$ cat src/rtl/frm_pkg.sv
package frm_pkg;
  localparam int FRAME_W = 11;
  localparam int IDX_W   = 10;
  localparam int BASE_W  = 20;
  localparam int IEN_W   = 5;
  localparam int DATA_W  = 32;

  typedef enum logic [1:0] {
    RA_FRAME = 2'd0,
    RA_BASE  = 2'd1,
    RA_IEN   = 2'd2,
    RA_NONE  = 2'd3
  } reg_addr_e;
endpackage

$ cat src/rtl/frm_tick.sv
module frm_tick #(
  parameter int FRAME_CYCLES = 48000
) (
  input  logic clk,
  input  logic rst_n,
  input  logic run_i,
  output logic tick_o
);
  localparam int CW = (FRAME_CYCLES > 2) ? $clog2(FRAME_CYCLES) : 1;
  localparam logic [CW-1:0] LAST = CW'(FRAME_CYCLES - 1);

  logic [CW-1:0] cnt_q, cnt_d;

  always_comb begin
    tick_o = run_i && (cnt_q == LAST);
    if (!run_i)
      cnt_d = '0;
    else if (tick_o)
      cnt_d = '0;
    else
      cnt_d = cnt_q + 1'b1;
  end

  always_ff @(posedge clk or negedge rst_n) begin
    if (!rst_n) cnt_q <= '0;
    else        cnt_q <= cnt_d;
  end
endmodule

$ cat src/rtl/frm_counter.sv
module frm_counter
  import frm_pkg::*;
(
  input  logic               clk,
  input  logic               rst_n,
  input  logic               tick_i,
  input  logic               load_i,
  input  logic [FRAME_W-1:0] load_val_i,
  output logic [FRAME_W-1:0] frame_o,
  output logic               eof_o
);
  logic [FRAME_W-1:0] frame_q, frame_d;
  logic               frame_en;
  logic               eof_q;

  always_comb begin
    frame_en = tick_i || load_i;
    if (tick_i) frame_d = frame_q + 1'b1;
    else        frame_d = load_val_i;
  end

  always_ff @(posedge clk or negedge rst_n) begin
    if (!rst_n)        frame_q <= '0;
    else if (frame_en) frame_q <= frame_d;
  end

  always_ff @(posedge clk or negedge rst_n) begin
    if (!rst_n) eof_q <= 1'b0;
    else        eof_q <= tick_i;
  end

  assign frame_o = frame_q;
  assign eof_o   = eof_q;
endmodule

$ cat src/rtl/frm_regs.sv
module frm_regs
  import frm_pkg::*;
(
  input  logic               clk,
  input  logic               rst_n,
  input  logic               run_i,
  input  logic               halted_i,
  input  logic               wr_i,
  input  logic [1:0]         addr_i,
  input  logic [3:0]         be_i,
  input  logic [DATA_W-1:0]  wdata_i,
  input  logic [FRAME_W-1:0] frame_i,
  output logic               frame_load_o,
  output logic [FRAME_W-1:0] frame_val_o,
  output logic [BASE_W-1:0]  base_o,
  output logic [IEN_W-1:0]   ien_o,
  output logic [DATA_W-1:0]  rdata_o
);
  reg_addr_e          sel;
  logic               base_wr, ien_wr;
  logic [BASE_W-1:0]  base_q;
  logic [IEN_W-1:0]   ien_q;

  always_comb begin
    sel          = reg_addr_e'(addr_i);
    frame_load_o = wr_i && (sel == RA_FRAME) && (be_i[1:0] == 2'b11)
                   && halted_i && !run_i;
    frame_val_o  = wdata_i[FRAME_W-1:0];
    base_wr      = wr_i && (sel == RA_BASE);
    ien_wr       = wr_i && (sel == RA_IEN) && be_i[0];
  end

  // lane 1 carries only bits [15:12] of the base
  always_ff @(posedge clk or negedge rst_n) begin
    if (!rst_n)                  base_q[3:0] <= '0;
    else if (base_wr && be_i[1]) base_q[3:0] <= wdata_i[15:12];
  end

  for (genvar g = 2; g < 4; g++) begin : g_lane
    always_ff @(posedge clk or negedge rst_n) begin
      if (!rst_n)                  base_q[g*8-12 +: 8] <= '0;
      else if (base_wr && be_i[g]) base_q[g*8-12 +: 8] <= wdata_i[g*8 +: 8];
    end
  end

  always_ff @(posedge clk or negedge rst_n) begin
    if (!rst_n)      ien_q <= '0;
    else if (ien_wr) ien_q <= wdata_i[IEN_W-1:0];
  end

  always_comb begin
    rdata_o = '0;
    case (sel)
      RA_FRAME: rdata_o[FRAME_W-1:0]       = frame_i;
      RA_BASE:  rdata_o[DATA_W-1:12]       = base_q;
      RA_IEN:   rdata_o[IEN_W-1:0]         = ien_q;
      default:  rdata_o                    = '0;
    endcase
  end

  assign base_o = base_q;
  assign ien_o  = ien_q;
endmodule

$ cat src/rtl/usb_frame_timer.sv
module usb_frame_timer
  import frm_pkg::*;
#(
  parameter int FRAME_CYCLES = 48000
) (
  input  logic        clk,
  input  logic        rst_n,
  input  logic        run_i,
  input  logic        halted_i,
  input  logic        reg_wr_i,
  input  logic [1:0]  reg_addr_i,
  input  logic [3:0]  reg_be_i,
  input  logic [31:0] reg_wdata_i,
  output logic [31:0] reg_rdata_o,
  output logic [10:0] frame_num_o,
  output logic [31:0] fetch_addr_o,
  output logic        eof_o,
  output logic [4:0]  irq_en_o
);
  logic               tick;
  logic               frame_load;
  logic [FRAME_W-1:0] frame_val;
  logic [FRAME_W-1:0] frame;
  logic [BASE_W-1:0]  base;

  frm_tick #(.FRAME_CYCLES(FRAME_CYCLES)) u_tick (
    .clk(clk), .rst_n(rst_n), .run_i(run_i), .tick_o(tick)
  );

  frm_counter u_cnt (
    .clk(clk), .rst_n(rst_n), .tick_i(tick), .load_i(frame_load),
    .load_val_i(frame_val), .frame_o(frame), .eof_o(eof_o)
  );

  frm_regs u_regs (
    .clk(clk), .rst_n(rst_n), .run_i(run_i), .halted_i(halted_i),
    .wr_i(reg_wr_i), .addr_i(reg_addr_i), .be_i(reg_be_i),
    .wdata_i(reg_wdata_i), .frame_i(frame), .frame_load_o(frame_load),
    .frame_val_o(frame_val), .base_o(base), .ien_o(irq_en_o),
    .rdata_o(reg_rdata_o)
  );

  assign frame_num_o  = frame;
  assign fetch_addr_o = {base, frame[IDX_W-1:0], 2'b00};
endmodule

$ cat config.mk
export PLATFORM = sky130hd
export DESIGN_NAME = usb_frame_timer
export DESIGN_NICKNAME = d
export VERILOG_FILES = /design/src/rtl/frm_pkg.sv /design/src/rtl/frm_tick.sv /design/src/rtl/frm_counter.sv /design/src/rtl/frm_regs.sv /design/src/rtl/usb_frame_timer.sv
export SDC_FILE = /design/constraint.sdc
export NUM_CORES = 1
export LEC_CHECK = 0
export BUFFER_PORTS_ARGS = -buffer_cell sky130_fd_sc_hd__buf_2
export CELL_PAD_IN_SITES_DETAIL_PLACEMENT = 1
export CELL_PAD_IN_SITES_GLOBAL_PLACEMENT = 1
export CORE_ASPECT_RATIO = 0.7
export CORE_UTILIZATION = 36
export CTS_CLUSTER_SIZE = 14
export DETAILED_ROUTE_END_ITERATION = 8
export PLACE_DENSITY_LB_ADDON = 0.1
export SYNTH_ARGS = -nofsm -noshare
export SYNTH_HDL_FRONTEND = slang
export SYNTH_HIERARCHICAL = 1
export SYNTH_SLANG_ARGS = --single-unit
$ cat constraint.sdc
create_clock -name clk -period 2.7 [get_ports clk]
set_input_delay 0.405 -clock clk [delete_from_list [all_inputs] [get_ports clk]]
set_output_delay 0.405 -clock clk [all_outputs]
set_load 0.005 [all_outputs]
==> results of run 1 <==
==> power by group through the flow <==
| stage | sequential [uW] | combinational, uW | clock, uW |
|---|---|---|---|
| after floorplan | 1030 | 265 | 0 |
| after global placement | 1040 | 475 | 0 |
| after detailed placement | 1050 | 483 | 0 |
| after CTS | 1040 | 486 | 757 |
| after global routing | 1060 | 538 | 787 |
| final | 1030 | 477 | 740 |
==> metal layers <==
layer	share of wire [%]	GRT usage, %	up-vias	wire [um]
met5	0	0	-	0
met4	0.63	4.000	0	48
met3	5.7	3.361	4	434
met2	41	26.75	81	3148
met1	52	28.12	1156	3987
li1	-	-	1151	-
==> Yosys cell counts, types with 6 or more instances <==
master	count	area, um^2
nand3_1	10	50.05
o21ai_0	6	30.03
nand4_1	6	37.54
mux2_2	25	281.5
buf_4	26	195.2
nor2_1	26	97.59
nor2b_1	7	43.79
and2_1	26	162.7
dfrtp_1	53	1326
mux2i_1	8	80.08
xnor2_1	12	105.1
inv_1	9	33.78
nand2_1	7	26.28
==> sequential cells by signal, indices dropped and copies added (netlist names) <==
signal	flops
u_regs/ien_o	5
u_regs/base_o	20
u_cnt/eof_o	1
u_cnt/frame_o	11
u_tick/cnt_q	16
==> final cells by class <==
class / instances / area, um^2 / share of cell area, %
Inverter: 9 / 33.78 / 0.9291
Sequential cell: 53 / 1326 / 36.48
Multi-Input combinational cell: 187 / 1351 / 37.16
Clock buffer: 7 / 142.6 / 3.923
Tap cell: 101 / 126.4 / 3.476
Clock inverter: 1 / 30.03 / 0.8259
Timing Repair Buffer: 123 / 625.6 / 17.21
==> stage by stage <==
| stage | instances | total power, uW |
|---|---|---|
| floorplan | 281 | 1295 |
| global placement | 473 | 1518 |
| detailed placement | 473 | 1536 |
| CTS | 481 | 2280 |
| global route | 481 | 2383 |
| finish | 481 | 2251 |
==> worst reg2reg max path, cell delays in order (launching register included) <==
cell and delay, ps:
dfrtp_1 390, ha_1 250, nand4_1 130, or2_2 330, nor3_2 310, inv_1 180, nor4_1 370, mux2i_1 220
==> logic make-up after synthesis <==
family,synth area share (%)
other,0.2564
xor gates and xnor gates,3.887
adders and majority gates,0.8542
AOI/OAI and AO/OA,7.006
buffers and inverters,8.885
DFF,45.28
muxes,12.35
and+or+nand+nor,21.49
==> how the worst max path moves through the flow <==
stage	slack, ps	from	depth (start not counted)	endpoint
final	450	u_tick/cnt_q[0]$_DFF_PN0_	7	u_cnt/frame_o[9]$_DFFE_PN0P_
after global routing	270	u_tick/cnt_q[0]$_DFF_PN0_	7	u_cnt/frame_o[9]$_DFFE_PN0P_
after CTS	420	u_tick/cnt_q[0]$_DFF_PN0_	7	u_cnt/frame_o[9]$_DFFE_PN0P_
after detailed placement	430	u_tick/cnt_q[0]$_DFF_PN0_	7	u_cnt/frame_o[9]$_DFFE_PN0P_
after global placement	490	u_tick/cnt_q[0]$_DFF_PN0_	7	u_cnt/frame_o[9]$_DFFE_PN0P_
after floorplan	530	u_tick/cnt_q[0]$_DFF_PN0_	8	u_cnt/frame_o[9]$_DFFE_PN0P_
==> out/qor.csv, run 1 <==
stage,metric,value,unit
sta,holdWs,239.3,ps
critical_path,rr_startpoint,u_tick/cnt_q[0]$_DFF_PN0_,
power_and_ir_drop,combPwrFrac,21.2,%
grt,grt.total_usage,18.42,%
logic_synthesis,synthCells,280,
power_and_ir_drop,clockPowerShare,32.9,%
floorplanning,core,0.007871,mm^2
power_and_ir_drop,seq_power_share,45.9,%
floorplanning,fp-row-count,27,
drt,drc,0,
grt,grt_pass1_wl,11.87,mm
power_and_ir_drop,swShare,27.06,%
clock_tree,htreeDepth,2,
critical_path,critical_path_buf_inv_count,1,
sta,slew_viol_final,0,
sta,final.period_utilization,83.19,%
critical_path,crit_family,simple AND/OR/NAND/NOR gates,
sta,fin_setup_tns,0,ps
floorplanning,fp.dieH,77.47,um
sta,maxSlewHeadroom,54.69,%
grt,grt.overflow.total,0,
finish,antenna_cells,0,
floorplanning,die_x,109.8,um
critical_path,worst_path_max_delay_cell,dfrtp_1,
logic_synthesis,ys_warn_count,6,
placed_design,place_area,0.003463,mm^2
finish,layout_commonest_cell,buf_2,
placed_design,gp_congestion,0.8016,
sta,layout_setup_ws,453.7,ps
drt,avgViaCountPerCell,4.973,
placed_design,place_worst_setup_slack,429.0,ps
critical_path,r2r_cells,7,
critical_path,crit_path_end_kind,flop,
finish,nets,424,
critical_path,critical-path-max-stage-delay,390,ps
finish,most-common-layout-cells,"119 x buf_2, 53 x dfrtp_1, 26 x nor2_1, 26 x and2_1, 25 x mux2_2",
clock_tree,cts_tree,built,
logic_synthesis,synth-async-reset-ratio,100.0,%
finish,postLayoutCoreUtil,46.19,%
clock_tree,insertion_delay,290,ps
power_and_ir_drop,p_leak,0.001764,uW
finish,fillers,927,
clock_tree,clk_pin_slew,70,ps
clock_tree,cts_num_sinks,53,
finish,drive_gt1_share,43.68,%
placed_design,dpl.hpwl,5.848,mm
sta,fin_crit,2246,ps
power_and_ir_drop,switching_power,609.1,uW
sta,finalSetupViolations,0,
finish,final_area,0.003636,mm^2
finish,area_growth,24.14,%
logic_synthesis,synth_top_flop_cell,dfrtp_1,
drt,ant_nets,0,
logic_synthesis,synth_seq_area_share,45.28,%
sta,fmax,445.2,MHz
logic_synthesis,ys_types,43,
clock_tree,cts_resized,0,
grt,grt_max_degree,54,
drt,drtPass1Iterations,4,
clock_tree,cts_made_buffers,5,
sta,worstMarginPinSlew,679.7,ps
drt,wl_per_cell,15.84,um
critical_path,required,2920,ps
critical_path,ff2ff_setup_slack,450,ps
drt,vias,2392,
grt,antenna_found_initial,0,
sta,fin_skew,6.832,ps
critical_path,timing.rr.end,u_cnt/frame_o[9]$_DFFE_PN0P_,
floorplanning,pin_count,124,
critical_path,cp.arrival,2460,ps
drt,drt-initial-drc-count,136,
power_and_ir_drop,p_int,1642,uW
clock_tree,cts-root-buf,clkbuf_16,
sta,finalHoldViolCount,0,
grt,grt_pass1_vias,2235,
logic_synthesis,ys_seq_elements,53,
run_status,outcome,finished clean,
floorplanning,initial_core_util,37.21,%
drt,wirelength,7.618,mm
clock_tree,post_cts_buffers,0,
logic_synthesis,synth.avg_cell_area,10.46,um^2
flow_run,maxCapViolations,0,
critical_path,criticalPathCategory,reg2reg,
clock_tree,cts_hold_buf,0,
clock_tree,max-clock-path-buffers,2,
logic_synthesis,syn_area,0.002929,mm^2
sta,rsz0062_at_grt,false,
power_and_ir_drop,power_density,619.1,mW/mm^2
placed_design,port_buffers,119,
power_and_ir_drop,ir_drop,0.2500,mV
logic_synthesis,synth_edf_count,0,
critical_path,cp_max_fo,5,
hold_path,worstHoldPathType,in2async,
critical_path,cp_cell_sequence,ha_1 > nand4_1 > or2_2 > nor3_2 > inv_1 > nor4_1 > mux2i_1,
floorplanning,die_area,0.008507,mm^2
critical_path,cp-start-kind,flop,
No activity file was read; power rests on OpenSTA's default activity.
==> run 2, diff against run 1 <==
==> constraint.sdc (replaced) <==
create_clock -name clk -period 2.3 [get_ports clk]
set_input_delay 0.345 -clock clk [delete_from_list [all_inputs] [get_ports clk]]
set_output_delay 0.345 -clock clk [all_outputs]
set_load 0.005 [all_outputs]
==> run 2 against run 1 <==
  * Via count is 1.5% higher
  * Global-route usage rose by 0.73 points
  * Non-clock buffer count is 5 higher
  * Critical path depth stayed put
  * Core utilization grew 0.79 points
  * Combinational power up 22%
  * Clock skew is 2.7 ps lower
  * Routed wire length up 3.2%
  * Flip-flop and latch count unchanged
  * Die area unchanged
  * First-iteration DRC count shrank 21%
  * Clock power increased by 19%
==> out/qor.csv, run 2 (synthesis results as in run 1) <==
stage,metric,value,unit
sta,worstMarginPinSlew,565.2,ps
placed_design,gp_congestion,0.7758,
clock_tree,cts-root-buf,clkbuf_16,
drt,wirelength,7.858,mm
clock_tree,cts_made_buffers,5,
sta,finalSetupViolations,0,
clock_tree,cts_tree,built,
clock_tree,cts_hold_buf,0,
power_and_ir_drop,ir_drop,0.3624,mV
drt,ant_nets,0,
finish,nets,429,
hold_path,worstHoldPathType,in2async,
power_and_ir_drop,power_density,722.1,mW/mm^2
critical_path,rr_startpoint,u_tick/cnt_q[0]$_DFF_PN0_,
critical_path,worst_path_max_delay_cell,nor4_1,
clock_tree,clk_pin_slew,70,ps
finish,postLayoutCoreUtil,46.99,%
sta,slew_viol_final,0,
sta,fin_crit,2103,ps
sta,fmax,475.6,MHz
floorplanning,core,0.007871,mm^2
grt,grt_pass1_wl,12.36,mm
critical_path,cp.arrival,2320,ps
critical_path,timing.rr.end,u_cnt/frame_o[9]$_DFFE_PN0P_,
critical_path,ff2ff_setup_slack,200,ps
critical_path,r2r_cells,7,
flow_run,maxCapViolations,0,
sta,maxSlewHeadroom,62.32,%
clock_tree,insertion_delay,290,ps
grt,grt_max_degree,33,
placed_design,port_buffers,119,
finish,area_growth,26.27,%
floorplanning,die_x,109.8,um
critical_path,cp-start-kind,flop,
run_status,outcome,finished clean,
floorplanning,die_area,0.008507,mm^2
drt,wl_per_cell,16.17,um
grt,grt_pass1_vias,2373,
clock_tree,htreeDepth,2,
finish,drive_gt1_share,44.94,%
finish,antenna_cells,0,
critical_path,required,2520,ps
grt,grt.total_usage,19.15,%
clock_tree,cts_num_sinks,53,
finish,largest_reg_flops,20,
sta,fin_setup_tns,0,ps
floorplanning,fp-row-count,27,
critical_path,cp_max_fo,4,
critical_path,critical-path-max-stage-delay,410,ps
floorplanning,fp.dieH,77.47,um
clock_tree,max-clock-path-buffers,2,
clock_tree,cts_resized,0,
power_and_ir_drop,p_leak,0.001799,uW
finish,fillers,939,
drt,drt-initial-drc-count,107,
drt,drtPass1Iterations,4,
grt,grt.overflow.total,0,
finish,most-common-layout-cells,"119 x buf_2, 53 x dfrtp_1, 26 x nor2_1, 26 x and2_1, 25 x mux2_2",
floorplanning,pin_count,124,
drt,vias,2429,
power_and_ir_drop,power,2671,uW
sta,fin_skew,4.089,ps
clock_tree,post_cts_buffers,0,
floorplanning,initial_core_util,37.21,%
critical_path,criticalPathCategory,reg2reg,
placed_design,dpl.hpwl,6.168,mm
sta,finalHoldViolCount,0,
sta,rsz0062_at_grt,false,
drt,drc,0,
critical_path,cp_cell_sequence,ha_1 > nand4_1 > or2_2 > nor3_4 > inv_1 > nor4_1 > mux2i_1,
critical_path,crit_path_end_kind,flop,
finish,layout_commonest_cell,buf_2,
sta,final.period_utilization,91.42,%
grt,antenna_found_initial,0,
drt,avgViaCountPerCell,4.998,
[run 2: cell count changes in the layout (fill, tap and decap cells not counted), sizes merged]
cell,delta
clkbuf,-1
clkinvlp,+1
buf,+5
[run 2: area by class of cell]
cell class	instances	area, um^2	area share, %
multi-input combinational	187	1360	36.77
tap	101	126.4	3.417
sequential	53	1326	35.86
clock inverter	2	37.54	1.015
timing repair buffer	128	675.6	18.27
clock buffer	6	138.9	3.755
inverter	9	33.78	0.9134
[run 2: worst max-delay path by stage]
stage	startpoint	to	slack, ps	cells past startpoint
3_3_place_gp	u_tick/cnt_q[0]$_DFF_PN0_	u_cnt/frame_o[3]$_DFFE_PN0P_	180	9
3_5_place_dp	u_tick/cnt_q[0]$_DFF_PN0_	u_cnt/frame_o[3]$_DFFE_PN0P_	110	9
6_report	u_tick/cnt_q[0]$_DFF_PN0_	u_cnt/frame_o[9]$_DFFE_PN0P_	200	7
5_1_grt	u_tick/cnt_q[0]$_DFF_PN0_	u_cnt/frame_o[3]$_DFFE_PN0P_	40	9
2_1_floorplan	u_tick/cnt_q[0]$_DFF_PN0_	u_cnt/frame_o[9]$_DFFE_PN0P_	130	8
4_1_cts	u_tick/cnt_q[0]$_DFF_PN0_	u_cnt/frame_o[3]$_DFFE_PN0P_	80	9
[run 2: power by group]
| group | switching [uW] | internal, uW | leakage [uW] |
|---|---|---|---|
| clock | 334 | 543 | 0.0000831 |
| combinational | 257 | 324 | 0.00105 |
| sequential | 144 | 1070 | 0.000667 |
| total | 735 | 1940 | 0.00180 |
[run 2: per-layer routing]
layer	GRT usage [%]	up-vias	wire length (um)
li1	-	1153	-
met3	3.277	7	463
met5	0	-	0
met2	28.31	83	3359
met1	28.40	1186	3948
met4	5.600	0	87
[run 2: through the flow]
stage | worst slack (ps) | hold WS, ps | cell area, um^2 | cells
6_report | 197.5 | 46.41 | 3699 | 486
5_1_grt | 38.58 | 80.82 | 3699 | 486
4_1_cts | 83.17 | 56.75 | 3690 | 486
3_5_place_dp | 112.6 | 373.7 | 3513 | 478
3_3_place_gp | 176.7 | 368.8 | 3513 | 478
2_1_floorplan | 128.5 | 49.41 | 2933 | 281
[run 2: critical path: cells and delay by family, from the launching register on]
kind | cells | cell delay (ps)
buffers and inverters | 1 | 80
multiplexers | 1 | 220
flip-flops | 1 | 390
AND/OR/NAND/NOR | 4 | 1120
adder cells (fa/ha/maj) | 1 | 220
==> run 3, diff against run 2 <==
--- a/config.mk
+++ b/config.mk
@@ -13,6 +13,7 @@
 export CTS_CLUSTER_SIZE = 14
 export DETAILED_ROUTE_END_ITERATION = 8
 export PLACE_DENSITY_LB_ADDON = 0.1
+export REMOVE_ABC_BUFFERS = 1
 export SYNTH_ARGS = -nofsm -noshare
 export SYNTH_HDL_FRONTEND = slang
 export SYNTH_HIERARCHICAL = 1
==> run 3 against run 2 <==
  * Count of clock-buffer cells in the layout is 1 higher
  * Final cell count fell by 0.62%
  * Sequential power is essentially flat
  * Worst hold slack worse by 25 ps
  * First-iteration DRC count is 68% lower
  * Register-to-register slack about the same
  * Clock skew grew 2.8 ps
  * Sequential share of layout area rose by 0.40 points
  * Critical endpoint is now u_cnt/frame_o[4]$_DFFE_PN0P_
  * Largest cell class unchanged
==> out/qor.csv, run 3 (synthesis results as in run 1) <==
stage,metric,value,unit
placed_design,place_area,0.003491,mm^2
drt,drc,0,
critical_path,critical_path_buf_inv_count,1,
critical_path,worst_path_max_delay_cell,dfrtp_1,
power_and_ir_drop,ir_drop,0.3057,mV
critical_path,critical-path-max-stage-delay,400,ps
finish,area_growth,24.86,%
finish,nets,426,
finish,layout_commonest_cell,buf_2,
power_and_ir_drop,clockPowerShare,31.6,%
power_and_ir_drop,p_int,1849,uW
clock_tree,max-clock-path-buffers,2,
finish,most-common-layout-cells,"119 x buf_2, 53 x dfrtp_1, 26 x nor2_1, 26 x and2_1, 25 x mux2_2",
finish,antenna_cells,0,
placed_design,gp_congestion,0.7339,
critical_path,crit_family,simple AND/OR/NAND/NOR gates,
power_and_ir_drop,p_leak,0.001780,uW
finish,fillers,940,
power_and_ir_drop,swShare,28.17,%
grt,grt.total_usage,18.21,%
power_and_ir_drop,switching_power,725.3,uW
clock_tree,cts_hold_buf,0,
floorplanning,initial_core_util,37.21,%
drt,vias,2377,
sta,holdWs,21.87,ps
floorplanning,fp.dieH,77.47,um
critical_path,cp_cell_sequence,ha_2 > nand4_1 > or2_2 > nor3_4 > buf_4 > nor2_1 > a211o_1 > a21oi_1,
clock_tree,cts_made_buffers,5,
clock_tree,insertion_delay,290,ps
sta,slew_viol_final,0,
finish,drive_gt1_share,44.50,%
floorplanning,pin_count,124,
drt,wl_per_cell,15.38,um
grt,antenna_found_initial,0,
floorplanning,die_area,0.008507,mm^2
floorplanning,fp-row-count,27,
flow_run,maxCapViolations,0,
critical_path,required,2520,ps
critical_path,crit_path_end_kind,flop,
clock_tree,cts_resized,0,
grt,grt_pass1_wl,11.83,mm
power_and_ir_drop,seq_power_share,46.7,%
power_and_ir_drop,combPwrFrac,21.8,%
drt,wirelength,7.428,mm
finish,final_area,0.003657,mm^2
grt,grt_max_degree,54,
sta,fmax,475.2,MHz
sta,fin_skew,6.846,ps
placed_design,dpl.hpwl,5.427,mm
drt,drt-initial-drc-count,34,
finish,postLayoutCoreUtil,46.46,%
floorplanning,core,0.007871,mm^2
sta,finalHoldViolCount,0,
critical_path,cp.arrival,2320,ps
sta,finalSetupViolations,0,
drt,avgViaCountPerCell,4.921,
clock_tree,htreeDepth,2,
drt,ant_nets,0,
hold_path,worstHoldPathType,in2async,
grt,grt_pass1_vias,2297,
sta,fin_crit,2104,ps
clock_tree,cts-root-buf,clkbuf_16,
placed_design,port_buffers,119,
critical_path,cp-start-kind,flop,
clock_tree,cts_tree,built,
finish,largest_reg_flops,20,
finish,multiInputGateArea,0.001360,mm^2
clock_tree,post_cts_buffers,0,
critical_path,cp_max_fo,7,
sta,rsz0062_at_grt,false,
drt,drtPass1Iterations,4,
grt,grt.overflow.total,0,
sta,final.period_utilization,91.49,%
power_and_ir_drop,power_density,704.0,mW/mm^2
critical_path,criticalPathCategory,reg2reg,
clock_tree,clk_pin_slew,70,ps
clock_tree,cts_num_sinks,53,
floorplanning,die_x,109.8,um
run_status,outcome,finished clean,
finish,register_area,0.001326,mm^2
## run 3: cell type report
type	instances	share of cell area, %
multi-input combinational	187	37.19
sequential	53	36.26
timing repair buffer	125	17.86
clock buffer	7	4.174
tap	101	3.455
inverter	9	0.9237
clock inverter	1	0.1368
## run 3: metrics by stage
stage          setup slack [ps]  cells  setup TNS [ps]  power (uW)
6_report                  195.8    483               0        2575
3_3_place_gp              170.1    475               0        1774
2_1_floorplan            -553.6    249           -1898        1450
5_1_grt                   13.43    483               0        2727
3_5_place_dp              116.8    475               0        1792
4_1_cts                   97.12    483               0        2623
## run 3: power groups by stage
stage | logic, uW | registers (uW) | clock network (uW)
after floorplan | 235 | 1220 | 0
after global placement | 560 | 1210 | 0
after global routing | 623 | 1230 | 872
after CTS | 572 | 1210 | 844
final | 561 | 1200 | 812
after detailed placement | 568 | 1220 | 0
## run 3: worst paths after layout
path / end / start / slack (ps) / cells after the start
worst max-delay path: u_cnt/frame_o[4]$_DFFE_PN0P_ / u_tick/cnt_q[0]$_DFF_PN0_ / 200 / 8
worst min-delay path: u_regs/base_o[8]$_DFFE_PN0P_ / rst_n / 20 / 2
worst max register to register: u_cnt/frame_o[4]$_DFFE_PN0P_ / u_tick/cnt_q[0]$_DFF_PN0_ / 200 / 8
worst min register to register: u_tick/cnt_q[0]$_DFF_PN0_ / u_tick/cnt_q[0]$_DFF_PN0_ / 500 / 1
max in group asynchronous: u_tick/cnt_q[8]$_DFF_PN0_ / rst_n / 2000 / 2
min in group clk: u_regs/base_o[9]$_DFFE_PN0P_ / reg_wdata_i[21] / 280 / 2
## run 3: layer usage
layer / up-vias / GRT usage [%] / part of all wire, %
met1: 1171 / 24.67 / 47
met4: 0 / 5.600 / 0.90
met2: 57 / 28.50 / 47
li1: 1144 / - / -
met3: 5 / 4.370 / 4.7
met5: - / 0 / 0
## run 3: worst register-to-register path, cell delays in order (launching register included)
cell and delay [ps]:
dfrtp_1 400, ha_2 220, nand4_1 110, or2_2 350
nor3_4 240, buf_4 190, nor2_1 100, a211o_1 290
a21oi_1 120
